===== config.mk =====
export PLATFORM = sky130hd
export DESIGN_NAME = rst_cause_unit
export DESIGN_NICKNAME = d
export VERILOG_FILES = /design/src/rtl/rcu_pkg.sv /design/src/rtl/rcu_wdt_pulse.sv /design/src/rtl/rcu_delay.sv /design/src/rtl/rcu_status.sv /design/src/rtl/rst_cause_unit.sv
export SDC_FILE = /design/constraint.sdc
export NUM_CORES = 1
export LEC_CHECK = 0
export BUFFER_PORTS_ARGS = -buffer_cell sky130_fd_sc_hd__clkbuf_2
export CAP_MARGIN = 0
export CORE_AREA = 2 2 39 41
export CTS_BUF_LIST = sky130_fd_sc_hd__clkbuf_4
export CTS_CLUSTER_DIAMETER = 60
export DETAILED_ROUTE_END_ITERATION = 6
export DIE_AREA = 0 0 41 43
export PLACE_DENSITY = 0.66
export SLEW_MARGIN = 20
export SYNTH_ARGS = -nofsm -noshare
export SYNTH_HDL_FRONTEND = slang
export SYNTH_SLANG_ARGS = --single-unit

===== constraint.sdc =====
create_clock -name clk -period 3.4 [get_ports clk]
set_clock_uncertainty 0.15 [all_clocks]
set_input_delay 0.68 -clock clk [delete_from_list [all_inputs] [get_ports clk]]
set_output_delay 0.68 -clock clk [all_outputs]
set_load 0.05 [all_outputs]

===== src/rtl/rcu_pkg.sv =====
package rcu_pkg;
    // Bit positions software decodes in the status byte
    localparam int POR_BIT = 0;
    localparam int EXT_BIT = 1;
    localparam int REG_W   = 8;

    typedef struct packed {
        logic ext_flag;
        logic por_flag;
    } rcu_flags_t;
endpackage


===== src/rtl/rcu_wdt_pulse.sv =====
module rcu_wdt_pulse (
    input  logic clk,
    input  logic por_i,
    input  logic timeout_i,
    output logic pulse_o
);
    typedef struct packed {
        logic seen;
        logic pulse;
    } wp_state_t;

    wp_state_t st_d, st_q;

    always_comb begin
        st_d = st_q;
        if (por_i) begin
            st_d.seen  = 1'b0;
            st_d.pulse = 1'b0;
        end else begin
            st_d.pulse = timeout_i & ~st_q.seen;
            st_d.seen  = timeout_i;
        end
    end

    always_ff @(posedge clk) begin
        st_q <= st_d;
    end

    assign pulse_o = st_q.pulse;

    AST_PULSE_ONE_CYCLE: assert property (@(posedge clk) disable iff (por_i)
        st_q.pulse |=> !st_q.pulse);
    AST_PULSE_ON_RISE: assert property (@(posedge clk) disable iff (por_i)
        $rose(timeout_i) |=> pulse_o);
endmodule


===== src/rtl/rcu_delay.sv =====
module rcu_delay #(
    parameter int CNT_W      = 6,
    parameter int DLY_CYCLES = 24
) (
    input  logic clk,
    input  logic por_i,
    input  logic src_active_i,
    output logic rst_o
);
    localparam logic [CNT_W-1:0] LAST_CNT = CNT_W'(DLY_CYCLES - 1);

    typedef struct packed {
        logic             busy;
        logic [CNT_W-1:0] cnt;
    } dly_state_t;

    dly_state_t st_d, st_q;

    always_comb begin
        st_d = st_q;
        if (src_active_i) begin
            st_d.busy = 1'b1;
            st_d.cnt  = '0;
        end else if (st_q.busy) begin
            if (st_q.cnt == LAST_CNT) begin
                st_d.busy = 1'b0;
                st_d.cnt  = '0;
            end else begin
                st_d.cnt = st_q.cnt + 1'b1;
            end
        end
    end

    always_ff @(posedge clk) begin
        st_q <= st_d;
    end

    assign rst_o = st_q.busy;

    AST_SRC_RAISES_RST: assert property (@(posedge clk)
        src_active_i |=> rst_o);
    AST_NO_EARLY_RELEASE: assert property (@(posedge clk) disable iff (por_i)
        (st_q.busy && !src_active_i && st_q.cnt != LAST_CNT) |=> rst_o);
endmodule


===== src/rtl/rcu_status.sv =====
module rcu_status
    import rcu_pkg::*;
(
    input  logic             clk,
    input  logic             por_i,
    input  logic             ext_rst_i,
    input  logic             wr_i,
    input  logic [REG_W-1:0] wdata_i,
    output logic [REG_W-1:0] rdata_o
);
    rcu_flags_t fl_d, fl_q;
    logic       unused_wdata;

    assign unused_wdata = ^wdata_i[REG_W-1:2];

    always_comb begin
        fl_d = fl_q;
        // software clear first, so a same-cycle event wins below
        if (wr_i && !wdata_i[POR_BIT]) fl_d.por_flag = 1'b0;
        if (wr_i && !wdata_i[EXT_BIT]) fl_d.ext_flag = 1'b0;
        if (por_i)     fl_d.por_flag = 1'b1;
        if (ext_rst_i) fl_d.ext_flag = 1'b1;
    end

    always_ff @(posedge clk) begin
        fl_q <= fl_d;
    end

    always_comb begin
        rdata_o          = '0;
        rdata_o[POR_BIT] = fl_q.por_flag;
        rdata_o[EXT_BIT] = fl_q.ext_flag;
    end

    AST_POR_SETS_FLAG: assert property (@(posedge clk)
        por_i |=> rdata_o[POR_BIT]);
    AST_EXT_SETS_FLAG: assert property (@(posedge clk)
        ext_rst_i |=> rdata_o[EXT_BIT]);
    AST_WRITE_NEVER_SETS: assert property (@(posedge clk) disable iff (por_i)
        (wr_i && !ext_rst_i && !rdata_o[EXT_BIT]) |=> !rdata_o[EXT_BIT]);
    AST_CLEAR_BY_ZERO: assert property (@(posedge clk) disable iff (por_i)
        (wr_i && !wdata_i[POR_BIT]) |=> !rdata_o[POR_BIT]);
endmodule


===== src/rtl/rst_cause_unit.sv =====
module rst_cause_unit
    import rcu_pkg::*;
#(
    parameter int CNT_W      = 6,
    parameter int DLY_CYCLES = 24
) (
    input  logic             clk,
    input  logic             por_i,
    input  logic             ext_rst_i,
    input  logic             wdt_timeout_i,
    input  logic             reg_wr_i,
    input  logic [REG_W-1:0] reg_wdata_i,
    output logic [REG_W-1:0] reg_rdata_o,
    output logic             wdt_pulse_o,
    output logic             sys_rst_o
);
    logic wdt_pulse;
    logic src_active;

    rcu_wdt_pulse u_wdt (
        .clk       (clk),
        .por_i     (por_i),
        .timeout_i (wdt_timeout_i),
        .pulse_o   (wdt_pulse)
    );

    assign src_active = por_i | ext_rst_i | wdt_pulse;

    rcu_delay #(
        .CNT_W      (CNT_W),
        .DLY_CYCLES (DLY_CYCLES)
    ) u_dly (
        .clk          (clk),
        .por_i        (por_i),
        .src_active_i (src_active),
        .rst_o        (sys_rst_o)
    );

    rcu_status u_stat (
        .clk       (clk),
        .por_i     (por_i),
        .ext_rst_i (ext_rst_i),
        .wr_i      (reg_wr_i),
        .wdata_i   (reg_wdata_i),
        .rdata_o   (reg_rdata_o)
    );

    assign wdt_pulse_o = wdt_pulse;

    AST_WDT_KEEPS_FLAGS: assert property (@(posedge clk) disable iff (por_i)
        (wdt_pulse && !reg_wr_i && !ext_rst_i) |=> $stable(reg_rdata_o));
endmodule


# == Word level (Yosys, flattened, before mapping) ==
# Cells that the tools add are included.
# word_totals
ff_bits,11
input_bits,13
out_inout_bits,10
wordCells,19
# op_classes
n_addsub,1
n_eq_ne,1
n_mux,3
n_bitwise,4
n_reduce_logical,4
# op_table
op,n
7-bit two-way mux,1
"6-bit by 1-bit adder with 6-bit output, second input constant",1
"6-bit by 5-bit == test with 1-bit output, second input constant",1
6-bit two-way mux,1
1-bit logical AND,2
1-bit zero test,2
1-bit OR,2
1-bit bitwise AND,1
1-bit two-way mux,1
1-bit NOT,1

# == Depth between registers and ports, before layout ==
# Gate-level depths: netlist of the first run.
# logic_depth
word_depth,3
ltp_mapped,4
mapped_depth_nobuf,4

# == By module ==
# Synthesis of the first run repeated with hierarchy kept, for this count alone.
# hier_totals
cells_unflattened,50
area_unflattened_um2,483.0
# by_module_without_submodules
mod,instances,cells_per_inst,area_each_um2,seq_area_each_um2
rcu_delay,1,32,301.5,140.1
rcu_status,1,13,116.4,40.0
rcu_wdt_pulse,1,4,58.8,40.0
rst_cause_unit,1,1,6.3,0.0

# == Least setup slack after synthesis of the first run ==
# Ideal clock, no wire load.
# synth_path
path_kind,input -> register
startpoint,input port ext_rst_i
endpoint,register u_dly.st_q[0] (netlist name)
setup_ns,0.073
arrival_time_ns,1.568
required_time_ns,3.177
setup_slack_ns,1.609
stages,4
n_path_buf,1
path_cell_list,or3_1 > buf_2 > or3_1 > o22ai_2
# synth_via
elab_chain_cells,2
# synth_rtl
item,line_no,text
start: declaration,rst_cause_unit.sv:9,"input logic ext_rst_i,"
1-bit OR (2 in series),rst_cause_unit.sv:27,assign src_active = por_i | ext_rst_i | wdt_pulse;
end signal: assignment,rcu_delay.sv:35,st_q <= st_d;
end: declaration,rcu_delay.sv:17,"dly_state_t st_d, st_q;"
# Every way passes these cells.
# A chain may end at the register's enable or synchronous reset.

# == Worst setup path after layout of the first run ==
# layout_path
startpoint,register u_dly.st_q (netlist bit u_dly.rst_o)
endpoint,output port sys_rst_o
# layout_lines
item,line_no,text
end: declaration,rst_cause_unit.sv:15,output logic sys_rst_o
# No word-level cell between the ends.

==> results of run 1 <==
==> flip-flops by register name, indices dropped and copies added, names as in the netlist <==
name and flops:
u_dly.st_q 6, u_wdt.st_q 1, u_stat.rdata_o 2, u_dly.rst_o 1, u_wdt.pulse_o 1
==> layout by cell type, fill, tap and decap left out, types with 3 or more instances in the layout <==
master / Yosys / final
sky130_fd_sc_hd__or3_1: 3 / 3
sky130_fd_sc_hd__nand2_1: 3 / 3
sky130_fd_sc_hd__nor2b_1: 3 / 3
sky130_fd_sc_hd__dfxtp_1: 11 / 11
sky130_fd_sc_hd__clkbuf_4: 0 / 3
sky130_fd_sc_hd__clkbuf_2: 0 / 10
sky130_fd_sc_hd__nor2_1: 3 / 3
sky130_fd_sc_hd__o21ai_0: 3 / 3
sky130_fd_sc_hd__conb_1: 1 / 6
==> cell families (layout without fill, tap and decap cells) <==
group                      Yosys count  after routing  share of synthesized area
DFF                                 11             11                     0.4571
and+or+nand+nor                     20             20                     0.2312
adders and majority gates            1              1                    0.02597
AOI/OAI and AO/OA                    8              8                     0.1091
other                                1              6                   0.007785
muxes                                1              1                    0.02078
buffers and inverters                8             15                     0.1117
xor gates and xnor gates             2              2                    0.03637
==> power by group <==
part / leakage [nW] / switching (mW) / internal (mW)
combinational: 0.140 / 0.0280 / 0.00798
clock: 0.0177 / 0.0460 / 0.0436
sequential: 0.0899 / 0.00241 / 0.133
==> area by class of cell <==
class / count / area, µm² / area share
Clock buffer: 3 / 22.52 / 0.04110
Clock inverter: 1 / 5.005 / 0.009132
Inverter: 1 / 3.754 / 0.006849
Multi-Input combinational cell: 38 / 226.5 / 0.4132
Sequential cell: 11 / 220.2 / 0.4018
Tap cell: 16 / 20.02 / 0.03653
Timing Repair Buffer: 10 / 50.05 / 0.09132
==> layer usage <==
metal | up-vias | share of wire | routed length, µm | GRT usage
li1 | 189 | - | - | -
met1 | 150 | 0.52 | 371 | 0.1299
met2 | 18 | 0.37 | 265 | 0.1094
met3 | 0 | 0.11 | 79 | 0.09424
met4 | 0 | 0 | 0 | 0.04000
met5 | - | 0 | 0 | 0
==> through the flow <==
stage          std cells    util
4_1_cts               80  0.3960
5_1_grt               80  0.3960
3_5_place_dp          76  0.3761
2_1_floorplan         57       -
6_report              80  0.3960
3_3_place_gp          76  0.3761
==> final timing paths <==
check	from	to	cells after the start
max	u_dly.rst_o$_SDFF_PP1_	sys_rst_o	1
min	u_wdt.st_q[1]$_SDFF_PP0_	u_wdt.pulse_o$_SDFF_PP0_	1
max reg2reg	u_wdt.pulse_o$_SDFF_PP0_	u_dly.st_q[0]$_SDFFE_PP0P_	3
min reg2reg	u_wdt.st_q[1]$_SDFF_PP0_	u_wdt.pulse_o$_SDFF_PP0_	1
==> flow_metrics.env, run 1 <==
export IMPL_drtIter0Drc=5
export IMPL_numPortBuffers=10
export IMPL_r2r_setup_slack_ns=1.98
export IMPL_detail_route_first_pass_iterations=4
export IMPL_die_wd_um=41
export IMPL_post_synth_most_frequent_cells="sky130_fd_sc_hd__dfxtp_1, sky130_fd_sc_hd__buf_4"
export IMPL_place_ws_ns=1.450
export IMPL_drt_total_wl_um=716
export IMPL_postLayoutCellArea_um2=548.0
export IMPL_post_cts_setup_buffer_count=0
export IMPL_cts_resized_gates=0
export IMPL_crit_path_end_kind="primary output"
export IMPL_finalSetupTns_ns=0
export IMPL_numClockSinks=11
export IMPL_number_of_inserted_diodes=0
export IMPL_fp_dieArea_um2=1763
export IMPL_finish_net_count=79
export IMPL_drive_above_1_share=0.2344
export IMPL_cp_buffers_inverters=1
export IMPL_netlist_instances=52
export IMPL_hold_path_class="reg2reg"
export IMPL_critPathMaxStageDelay_ns=0.44
export IMPL_outcome="complete, no violations"
export IMPL_final_min_clock_period_ns=1.857
export IMPL_wire_length_of_the_first_global_routing_pass_mm=1.097
export IMPL_worst_endpoint_arrival_ns=1.03
export IMPL_timing_max_cap_violations=0
export IMPL_finalHoldViolCount=0
export IMPL_asyncSetResetFlopFracSynth=0
export IMPL_fin_ws_ns=1.543
export IMPL_timing_critical_path_fanout_max=6
export IMPL_top_ff_cell_synth="sky130_fd_sc_hd__dfxtp_1"
export IMPL_vias=357
export IMPL_die_height_um=43
export IMPL_setup_violations_final=0
export IMPL_post_route_drc_count=0
export IMPL_clock_buffers_created_by_tritoncts=3
export IMPL_synth_seq_cells=11
export IMPL_yosysUniqueCellTypes=22
export IMPL_deepest_clock_path_buffer_count=2
export IMPL_synth_enable_flop_cells=0
export IMPL_path_clk_slew_ns=0.07
export IMPL_first_global_vias=267
export IMPL_postPlaceCellArea_um2=520.5
export IMPL_final_antenna_net_count=0
export IMPL_totalPowerFinal_uw=260.8
export IMPL_start_util=0.3481
export IMPL_fmax_ghz=0.5385
export IMPL_number_of_antenna_violations_at_the_first_check_in_global_routing=0
export IMPL_leakagePower_nw=0.2474
export IMPL_wl_per_cell_um=8.950
export IMPL_critical_path_required_ns=2.57
export IMPL_startpoint_type="register"
export IMPL_yosysWarningCount=0
export IMPL_viasPerCell=4.463
export IMPL_ctsHtreeMaxLevel=1
export IMPL_leading_cell_type_by_number_of_instances_after_synthesis="sky130_fd_sc_hd__dfxtp_1"
export IMPL_finalCritPeriodShare=0.5462
export IMPL_report_final_slew_viol_count=0
export IMPL_critical_path_s_top_delay_family="flip-flops"
export IMPL_grt_overflow=0
export IMPL_grt_total_usage=0.09970
export IMPL_powerDensity_nw_per_um2=475.8
export IMPL_library_cell_contributing_the_largest_single_delay_on_the_critical_path="sky130_fd_sc_hd__dfxtp_1"
export IMPL_synth_sequential_area_ratio=0.4571
export IMPL_clk_latency_ns=0.27
export IMPL_placement_rows=14
export IMPL_post_synth_cell_area_avg_um2=9.264
export IMPL_cts_root_buf="sky130_fd_sc_hd__clkbuf_4"
export IMPL_cts_hold_fix_buffers=0
export IMPL_crit_path_cell_trace="clkbuf_2"
export IMPL_area_growth_synth_to_final_pct=13.77
export IMPL_synth_largest_area_cell="sky130_fd_sc_hd__dfxtp_1"
export IMPL_power_ir_vdd_worst_mv=0.2245
export IMPL_holdWs_ns=0.2378
export IMPL_grt_start_max_net_pins=8
export IMPL_critical_path_class="reg2out"
export IMPL_setup_repair_after_global_routing_missed_its_margin="no"
export IMPL_synth_top_cells_by_area="sky130_fd_sc_hd__dfxtp_1, sky130_fd_sc_hd__buf_4, sky130_fd_sc_hd__nor2b_1"
export IMPL_cts_tree="done"
export IMPL_post_synth_top_area_fraction=0.4571
export IMPL_filler_cell_count=144
export IMPL_syn_area_um2=481.7
export IMPL_coreArea_um2=1384
export IMPL_weighted_congestion_reported_at_the_end_of_routability_driven_placement=0.7181
export IMPL_top_level_ports=23
Power figures use the tool's default switching activity.
==> inputs of run 2 (changes only) <==
==> constraint.sdc (replaced) <==
create_clock -name clk -period 1.75 [get_ports clk]
set_clock_uncertainty 0.15 [all_clocks]
set_input_delay 0.35 -clock clk [delete_from_list [all_inputs] [get_ports clk]]
set_output_delay 0.35 -clock clk [all_outputs]
set_load 0.05 [all_outputs]
==> run 2 against run 1 <==
Effect of this change:
- routed wire length grew 15%
- non-clock buffer count grew 1
- largest cell class unchanged
- die area is the same
- cell count grew 1.3%
- count of clock-buffer cells in the layout is the same
- clock power grew 95%
- register-to-register slack lost 1.7 ns
- combinational power grew 100%
- global-route usage grew 1.4 points
- first-iteration DRC count shrank 40%
- core utilization grew 0.54 points
- worst hold slack lost 0.11 ns
==> flow_metrics.env, run 2 (same netlist as run 1, synthesis figures left out) <==
export IMPL_outcome="complete, no violations"
export IMPL_number_of_inserted_diodes=0
export IMPL_first_global_vias=324
export IMPL_power_ir_vdd_worst_mv=0.4464
export IMPL_r2r_setup_slack_ns=0.32
export IMPL_leakagePower_nw=0.2518
export IMPL_die_wd_um=41
export IMPL_coreArea_um2=1384
export IMPL_timing_max_cap_violations=0
export IMPL_cp_num_cells=1
export IMPL_area_growth_synth_to_final_pct=15.32
export IMPL_vias=369
export IMPL_post_cts_setup_buffer_count=0
export IMPL_startpoint_type="register"
export IMPL_crit_path_end_kind="primary output"
export IMPL_path_clk_slew_ns=0.08
export IMPL_finish_net_count=80
export IMPL_drtIter0Drc=3
export IMPL_wl_per_cell_um=10.17
export IMPL_critical_path_s_top_delay_family="flip-flops"
export IMPL_worst_setup_path_startpoint="u_dly.rst_o$_SDFF_PP1_"
export IMPL_power_dissipated_by_switching_net_loads_uw=150.1
export IMPL_power_internal_uw=359.5
export IMPL_fp_dieArea_um2=1763
export IMPL_dp_cells=77
export IMPL_r2r_start="u_dly.st_q[0]$_SDFFE_PP0P_"
export IMPL_finish_cell_count_without_fillers=81
export IMPL_clk_latency_ns=0.27
export IMPL_share_seq_of_total_power=0.515
export IMPL_finalCritPeriodShare=0.8643
export IMPL_critical_path_reg2reg_endpoint="u_dly.st_q[4]$_SDFFE_PP0P_"
export IMPL_report_final_slew_viol_count=0
export IMPL_start_util=0.3481
export IMPL_detailed_place_hpwl_um=615.3
export IMPL_hold_path_class="in2reg"
export IMPL_cts_hold_fix_buffers=0
export IMPL_crit_path_cell_trace="clkbuf_2"
export IMPL_cp_buffers_inverters=1
export IMPL_final_min_clock_period_ns=1.513
export IMPL_final_antenna_net_count=0
export IMPL_powerDensity_nw_per_um2=917.3
export IMPL_max_ffs_per_register=6
export IMPL_cts_resized_gates=0
export IMPL_ctsHtreeMaxLevel=1
export IMPL_combinationalPowerShare=0.142
export IMPL_finalHoldViolCount=0
export IMPL_fmax_ghz=0.6611
export IMPL_numClockSinks=11
export IMPL_post_route_drc_count=0
export IMPL_critPathMaxStageDelay_ns=0.43
export IMPL_setup_repair_after_global_routing_missed_its_margin="no"
export IMPL_cts_tree="done"
export IMPL_library_cell_contributing_the_largest_single_delay_on_the_critical_path="sky130_fd_sc_hd__dfxtp_1"
export IMPL_timing_critical_path_fanout_max=6
export IMPL_wire_length_of_the_first_global_routing_pass_mm=1.276
export IMPL_grt_start_max_net_pins=8
export IMPL_finalSetupTns_ns=0
export IMPL_cts_root_buf="sky130_fd_sc_hd__clkbuf_4"
export IMPL_worst_endpoint_arrival_ns=1.01
export IMPL_critical_path_class="reg2out"
export IMPL_weighted_congestion_reported_at_the_end_of_routability_driven_placement=0.6846
export IMPL_holdWs_ns=0.1279
export IMPL_most_common_library_cell_in_the_layout_ignoring_fill_and_taps="sky130_fd_sc_hd__dfxtp_1"
export IMPL_placement_rows=14
export IMPL_path_depth_of_the_worst_reg2reg_path=4
export IMPL_numPortBuffers=10
export IMPL_layout_common_cells="sky130_fd_sc_hd__dfxtp_1, sky130_fd_sc_hd__clkbuf_2, sky130_fd_sc_hd__conb_1"
export IMPL_power_clock_fraction=0.343
export IMPL_viasPerCell=4.556
export IMPL_worst_setup_path_endpoint="sys_rst_o"
export IMPL_drt_total_wl_um=824
export IMPL_grt_overflow=0
export IMPL_setup_violations_final=0
export IMPL_postLayoutCoreUtil=0.4014
export IMPL_drive_above_1_share=0.2462
export IMPL_die_height_um=43
export IMPL_deepest_clock_path_buffer_count=2
export IMPL_grt_total_usage=0.1138
export IMPL_totalPowerFinal_uw=509.6
export IMPL_regMostFlops="u_dly.st_q"
export IMPL_number_of_antenna_violations_at_the_first_check_in_global_routing=0
export IMPL_clock_buffers_created_by_tritoncts=3
export IMPL_switching_share_of_power=0.2945
export IMPL_critical_path_required_ns=1.25
export IMPL_top_level_ports=23
export IMPL_detail_route_first_pass_iterations=2
[run 2: stage by stage]
stage / area (µm²) / setup slack (ns)
6_report: 555.5 / 0.2374
5_1_grt: 555.5 / 0.1699
4_1_cts: 555.5 / 0.2029
3_5_place_dp: 528.0 / 0.2445
3_3_place_gp: 528.0 / 0.2868
2_1_floorplan: 500.5 / 0.1099
[run 2: metal layers]
layer	global-route usage	up-vias	part of all wire
met5	0	-	0
met3	0.09424	0	0.083
met2	0.1594	14	0.46
met4	0.06000	0	0
li1	-	190	-
met1	0.1136	165	0.46
[run 2: cell type report]
cell class | instances | area, µm²
clock inverter | 1 | 5.005
tap | 16 | 20.02
inverter | 1 | 3.754
sequential | 11 | 220.2
clock buffer | 3 | 22.52
timing repair buffer | 11 | 57.56
fill | 152 | 828.3
multi-input combinational | 38 | 226.5
[run 2: worst min path at each step]
stage	from	end	cells after the start
2_1_floorplan	u_wdt.st_q[1]$_SDFF_PP0_	u_wdt.pulse_o$_SDFF_PP0_	1
5_1_grt	ext_rst_i	u_stat.rdata_o[1]$_SDFFE_PP1P_	2
3_5_place_dp	u_wdt.st_q[1]$_SDFF_PP0_	u_wdt.pulse_o$_SDFF_PP0_	1
4_1_cts	por_i	u_wdt.st_q[1]$_SDFF_PP0_	2
6_report	ext_rst_i	u_stat.rdata_o[1]$_SDFFE_PP1P_	2
3_3_place_gp	u_wdt.st_q[1]$_SDFF_PP0_	u_wdt.pulse_o$_SDFF_PP0_	1
[run 2: power by group through the flow]
stage,sequential [mW],clock (mW),combinational [mW]
CTS,0.263,0.187,0.0724
global placement,0.268,0,0.0715
detailed placement,0.269,0,0.0724
finish,0.263,0.175,0.0721
floorplan,0.283,0,0.0524
global route,0.264,0.198,0.0772
==> inputs of run 3 (changes only) <==
--- a/config.mk
+++ b/config.mk
@@ -5,6 +5,7 @@
 export SDC_FILE = /design/constraint.sdc
 export NUM_CORES = 1
 export LEC_CHECK = 0
+export ABC_AREA = 1
 export BUFFER_PORTS_ARGS = -buffer_cell sky130_fd_sc_hd__clkbuf_2
 export CAP_MARGIN = 0
 export CORE_AREA = 2 2 39 41
@@ -12,7 +13,7 @@
 export CTS_CLUSTER_DIAMETER = 60
 export DETAILED_ROUTE_END_ITERATION = 6
 export DIE_AREA = 0 0 41 43
-export PLACE_DENSITY = 0.66
+export PLACE_DENSITY = 0.7
 export SLEW_MARGIN = 20
 export SYNTH_ARGS = -nofsm -noshare
 export SYNTH_HDL_FRONTEND = slang
==> run 3 against run 2 <==
Effect of this change:
- critical endpoint is now wdt_pulse_o
- sequential share of layout area shrank 3.7 points
- synthesized cell count grew 40%
- sequential power is essentially flat
- global-route usage grew 0.40 points
- power grew 1.7%
- critical path depth is the same
- non-clock buffer count is the same
- first-iteration DRC count grew 67%
- core utilization grew 4.2 points
- count of clock-buffer cells in the layout grew 1
- combinational power shrank 0.8%
- fmax grew 4.6%
==> flow_metrics.env, run 3 <==
export IMPL_final_antenna_net_count=0
export IMPL_numPortBuffers=10
export IMPL_power_ir_vdd_worst_mv=0.4212
export IMPL_holdWs_ns=0.1605
export IMPL_cts_hold_fix_buffers=0
export IMPL_synth_adder_area_share=0.02331
export IMPL_post_cts_setup_buffer_count=0
export IMPL_yosysWarningCount=0
export IMPL_crit_path_end_kind="primary output"
export IMPL_placement_rows=14
export IMPL_weighted_congestion_reported_at_the_end_of_routability_driven_placement=0.7408
export IMPL_detail_route_first_pass_iterations=4
export IMPL_setup_repair_after_global_routing_missed_its_margin="no"
export IMPL_detailed_place_hpwl_um=679.5
export IMPL_post_synth_top_area_fraction=0.4103
export IMPL_die_wd_um=41
export IMPL_leading_cell_type_by_number_of_instances_after_synthesis="sky130_fd_sc_hd__nand2_1"
export IMPL_start_util=0.3879
export IMPL_grt_total_usage=0.1178
export IMPL_drt_total_wl_um=858
export IMPL_die_height_um=43
export IMPL_synth_largest_area_cell="sky130_fd_sc_hd__dfxtp_1"
export IMPL_wire_length_of_the_first_global_routing_pass_mm=1.421
export IMPL_netlist_instances=73
export IMPL_max_ffs_per_register=6
export IMPL_final_min_clock_period_ns=1.446
export IMPL_synth_enable_flop_cells=0
export IMPL_post_synth_xor_area_fraction=0
export IMPL_area_growth_synth_to_final_pct=14.22
export IMPL_path_clk_slew_ns=0.06
export IMPL_first_global_vias=395
export IMPL_outcome="complete, no violations"
export IMPL_wl_per_cell_um=8.412
export IMPL_viasPerCell=4.510
export IMPL_cp_buffers_inverters=1
export IMPL_regMostFlops="u_dly.st_q"
export IMPL_post_synth_most_frequent_cells="sky130_fd_sc_hd__nand2_1, sky130_fd_sc_hd__dfxtp_1, sky130_fd_sc_hd__inv_1"
export IMPL_synth_seq_cells=11
export IMPL_post_route_drc_count=0
export IMPL_synth_simple_gate_area_frac=0.3054
export IMPL_fmax_ghz=0.6916
export IMPL_report_final_slew_viol_count=0
export IMPL_top_ff_cell_synth="sky130_fd_sc_hd__dfxtp_1"
export IMPL_r2r_start="u_dly.st_q[0]$_SDFFE_PP0P_"
export IMPL_drtIter0Drc=5
export IMPL_synth_top_cells_by_area="sky130_fd_sc_hd__dfxtp_1, sky130_fd_sc_hd__nand2_1, sky130_fd_sc_hd__buf_4"
export IMPL_fp_dieArea_um2=1763
export IMPL_coreArea_um2=1384
export IMPL_compound_gate_fraction_of_synth_area=0.08392
export IMPL_grt_start_max_net_pins=9
export IMPL_hold_path_startpoint="wdt_timeout_i"
export IMPL_critPathMaxStageDelay_ns=0.39
export IMPL_cts_tree="done"
export IMPL_drive_above_1_share=0.2209
export IMPL_startpoint_type="register"
export IMPL_library_cell_contributing_the_largest_single_delay_on_the_critical_path="sky130_fd_sc_hd__dfxtp_1"
export IMPL_ctsHtreeMaxLevel=1
export IMPL_synth_top_family_by_area="simple AND/OR/NAND/NOR gates"
export IMPL_worst_endpoint_arrival_ns=0.95
export IMPL_layout_common_cells="sky130_fd_sc_hd__nand2_1, sky130_fd_sc_hd__inv_1, sky130_fd_sc_hd__dfxtp_1"
export IMPL_grt_overflow=0
export IMPL_critical_path_required_ns=1.25
export IMPL_asyncSetResetFlopFracSynth=0
export IMPL_timing_critical_path_fanout_max=2
export IMPL_most_common_library_cell_in_the_layout_ignoring_fill_and_taps="sky130_fd_sc_hd__nand2_1"
export IMPL_leakagePower_nw=0.2974
export IMPL_finalCritPeriodShare=0.8263
export IMPL_postLayoutCoreUtil=0.4430
export IMPL_deepest_clock_path_buffer_count=2
export IMPL_synth_area_mux_share=0
export IMPL_number_of_antenna_violations_at_the_first_check_in_global_routing=0
export IMPL_crit_path_cell_trace="clkbuf_2"
export IMPL_critical_path_s_top_delay_family="flip-flops"
export IMPL_place_ws_ns=0.3921
export IMPL_fin_ws_ns=0.3041
export IMPL_cts_root_buf="sky130_fd_sc_hd__clkbuf_4"
export IMPL_path_depth_of_the_worst_reg2reg_path=6
export IMPL_hold_path_class="in2reg"
export IMPL_numClockSinks=11
export IMPL_syn_area_um2=536.8
export IMPL_finish_net_count=101
export IMPL_yosysUniqueCellTypes=16
export IMPL_clk_latency_ns=0.26
export IMPL_cp_num_cells=1
export IMPL_synth_sequential_area_ratio=0.4103
export IMPL_number_of_inserted_diodes=0
export IMPL_critical_path_class="reg2out"
export IMPL_timing_max_cap_violations=0
export IMPL_cts_resized_gates=0
export IMPL_vias=460
export IMPL_hold_path_depth=3
export IMPL_setup_violations_final=0
export IMPL_finalHoldViolCount=0
export IMPL_top_level_ports=23
export IMPL_powerDensity_nw_per_um2=844.9
export IMPL_finalSetupTns_ns=0
export IMPL_worst_setup_path_startpoint="u_wdt.pulse_o$_SDFF_PP0_"
export IMPL_clock_buffers_created_by_tritoncts=3
export IMPL_post_synth_cell_area_avg_um2=7.353
run 3: final cells by class:
| cell class | count | area, µm² |
|---|---|---|
| multi-input cells | 49 | 244.0 |
| clock buffers | 4 | 30.03 |
| flip-flops and latches | 11 | 220.2 |
| fillers | 154 | 770.7 |
| inverters | 11 | 41.29 |
| repair buffers | 11 | 57.56 |
| well taps | 16 | 20.02 |
run 3: final timing paths:
kind / end / slack [ns]
max: wdt_pulse_o / 0.30
min: u_wdt.st_q[1]$_SDFF_PP0_ / 0.16
max reg2reg: u_dly.st_q[3]$_SDFFE_PP0P_ / 0.36
min reg2reg: u_wdt.pulse_o$_SDFF_PP0_ / 0.25
run 3: kinds of logic after synthesis:
kind of cell | count (synthesis)
compound gates | 9
other cells | 1
flops | 11
fa+ha+maj | 1
buf+inv | 18
simple gates | 33
run 3: through the flow:
stage | power (mW) | instance area (µm²) | std cells
after floorplan | 0.3357 | 555.5 | 78
after global placement | 0.3399 | 583.1 | 98
after detailed placement | 0.3413 | 583.1 | 98
after CTS | 0.5262 | 613.1 | 102
after global routing | 0.5383 | 613.1 | 102
final | 0.5180 | 613.1 | 102
run 3: where the power goes:
group	internal, mW	total [mW]	switching (mW)	leakage, nW
registers	0.258	0.264	0.00571	0.0899
logic	0.0140	0.0715	0.0575	0.189
clock network	0.103	0.183	0.0793	0.0184
run 3: routing by layer:
metal / vias up / part of all wire / track usage
met4: 0 / 0.014 / 0.1000
li1: 245 / - / -
met2: 11 / 0.47 / 0.1656
met3: 2 / 0.034 / 0.01571
met5: - / 0 / 0
met1: 202 / 0.48 / 0.1500
run 3: worst reg2reg max path: stages, from the launching register on:
cell	delay [ns]
sky130_fd_sc_hd__dfxtp_1	0.40
sky130_fd_sc_hd__ha_1	0.27
sky130_fd_sc_hd__nand2_1	0.07
sky130_fd_sc_hd__inv_1	0.07
sky130_fd_sc_hd__nand3_1	0.13
sky130_fd_sc_hd__nand3_1	0.12
sky130_fd_sc_hd__a21oi_1	0.06
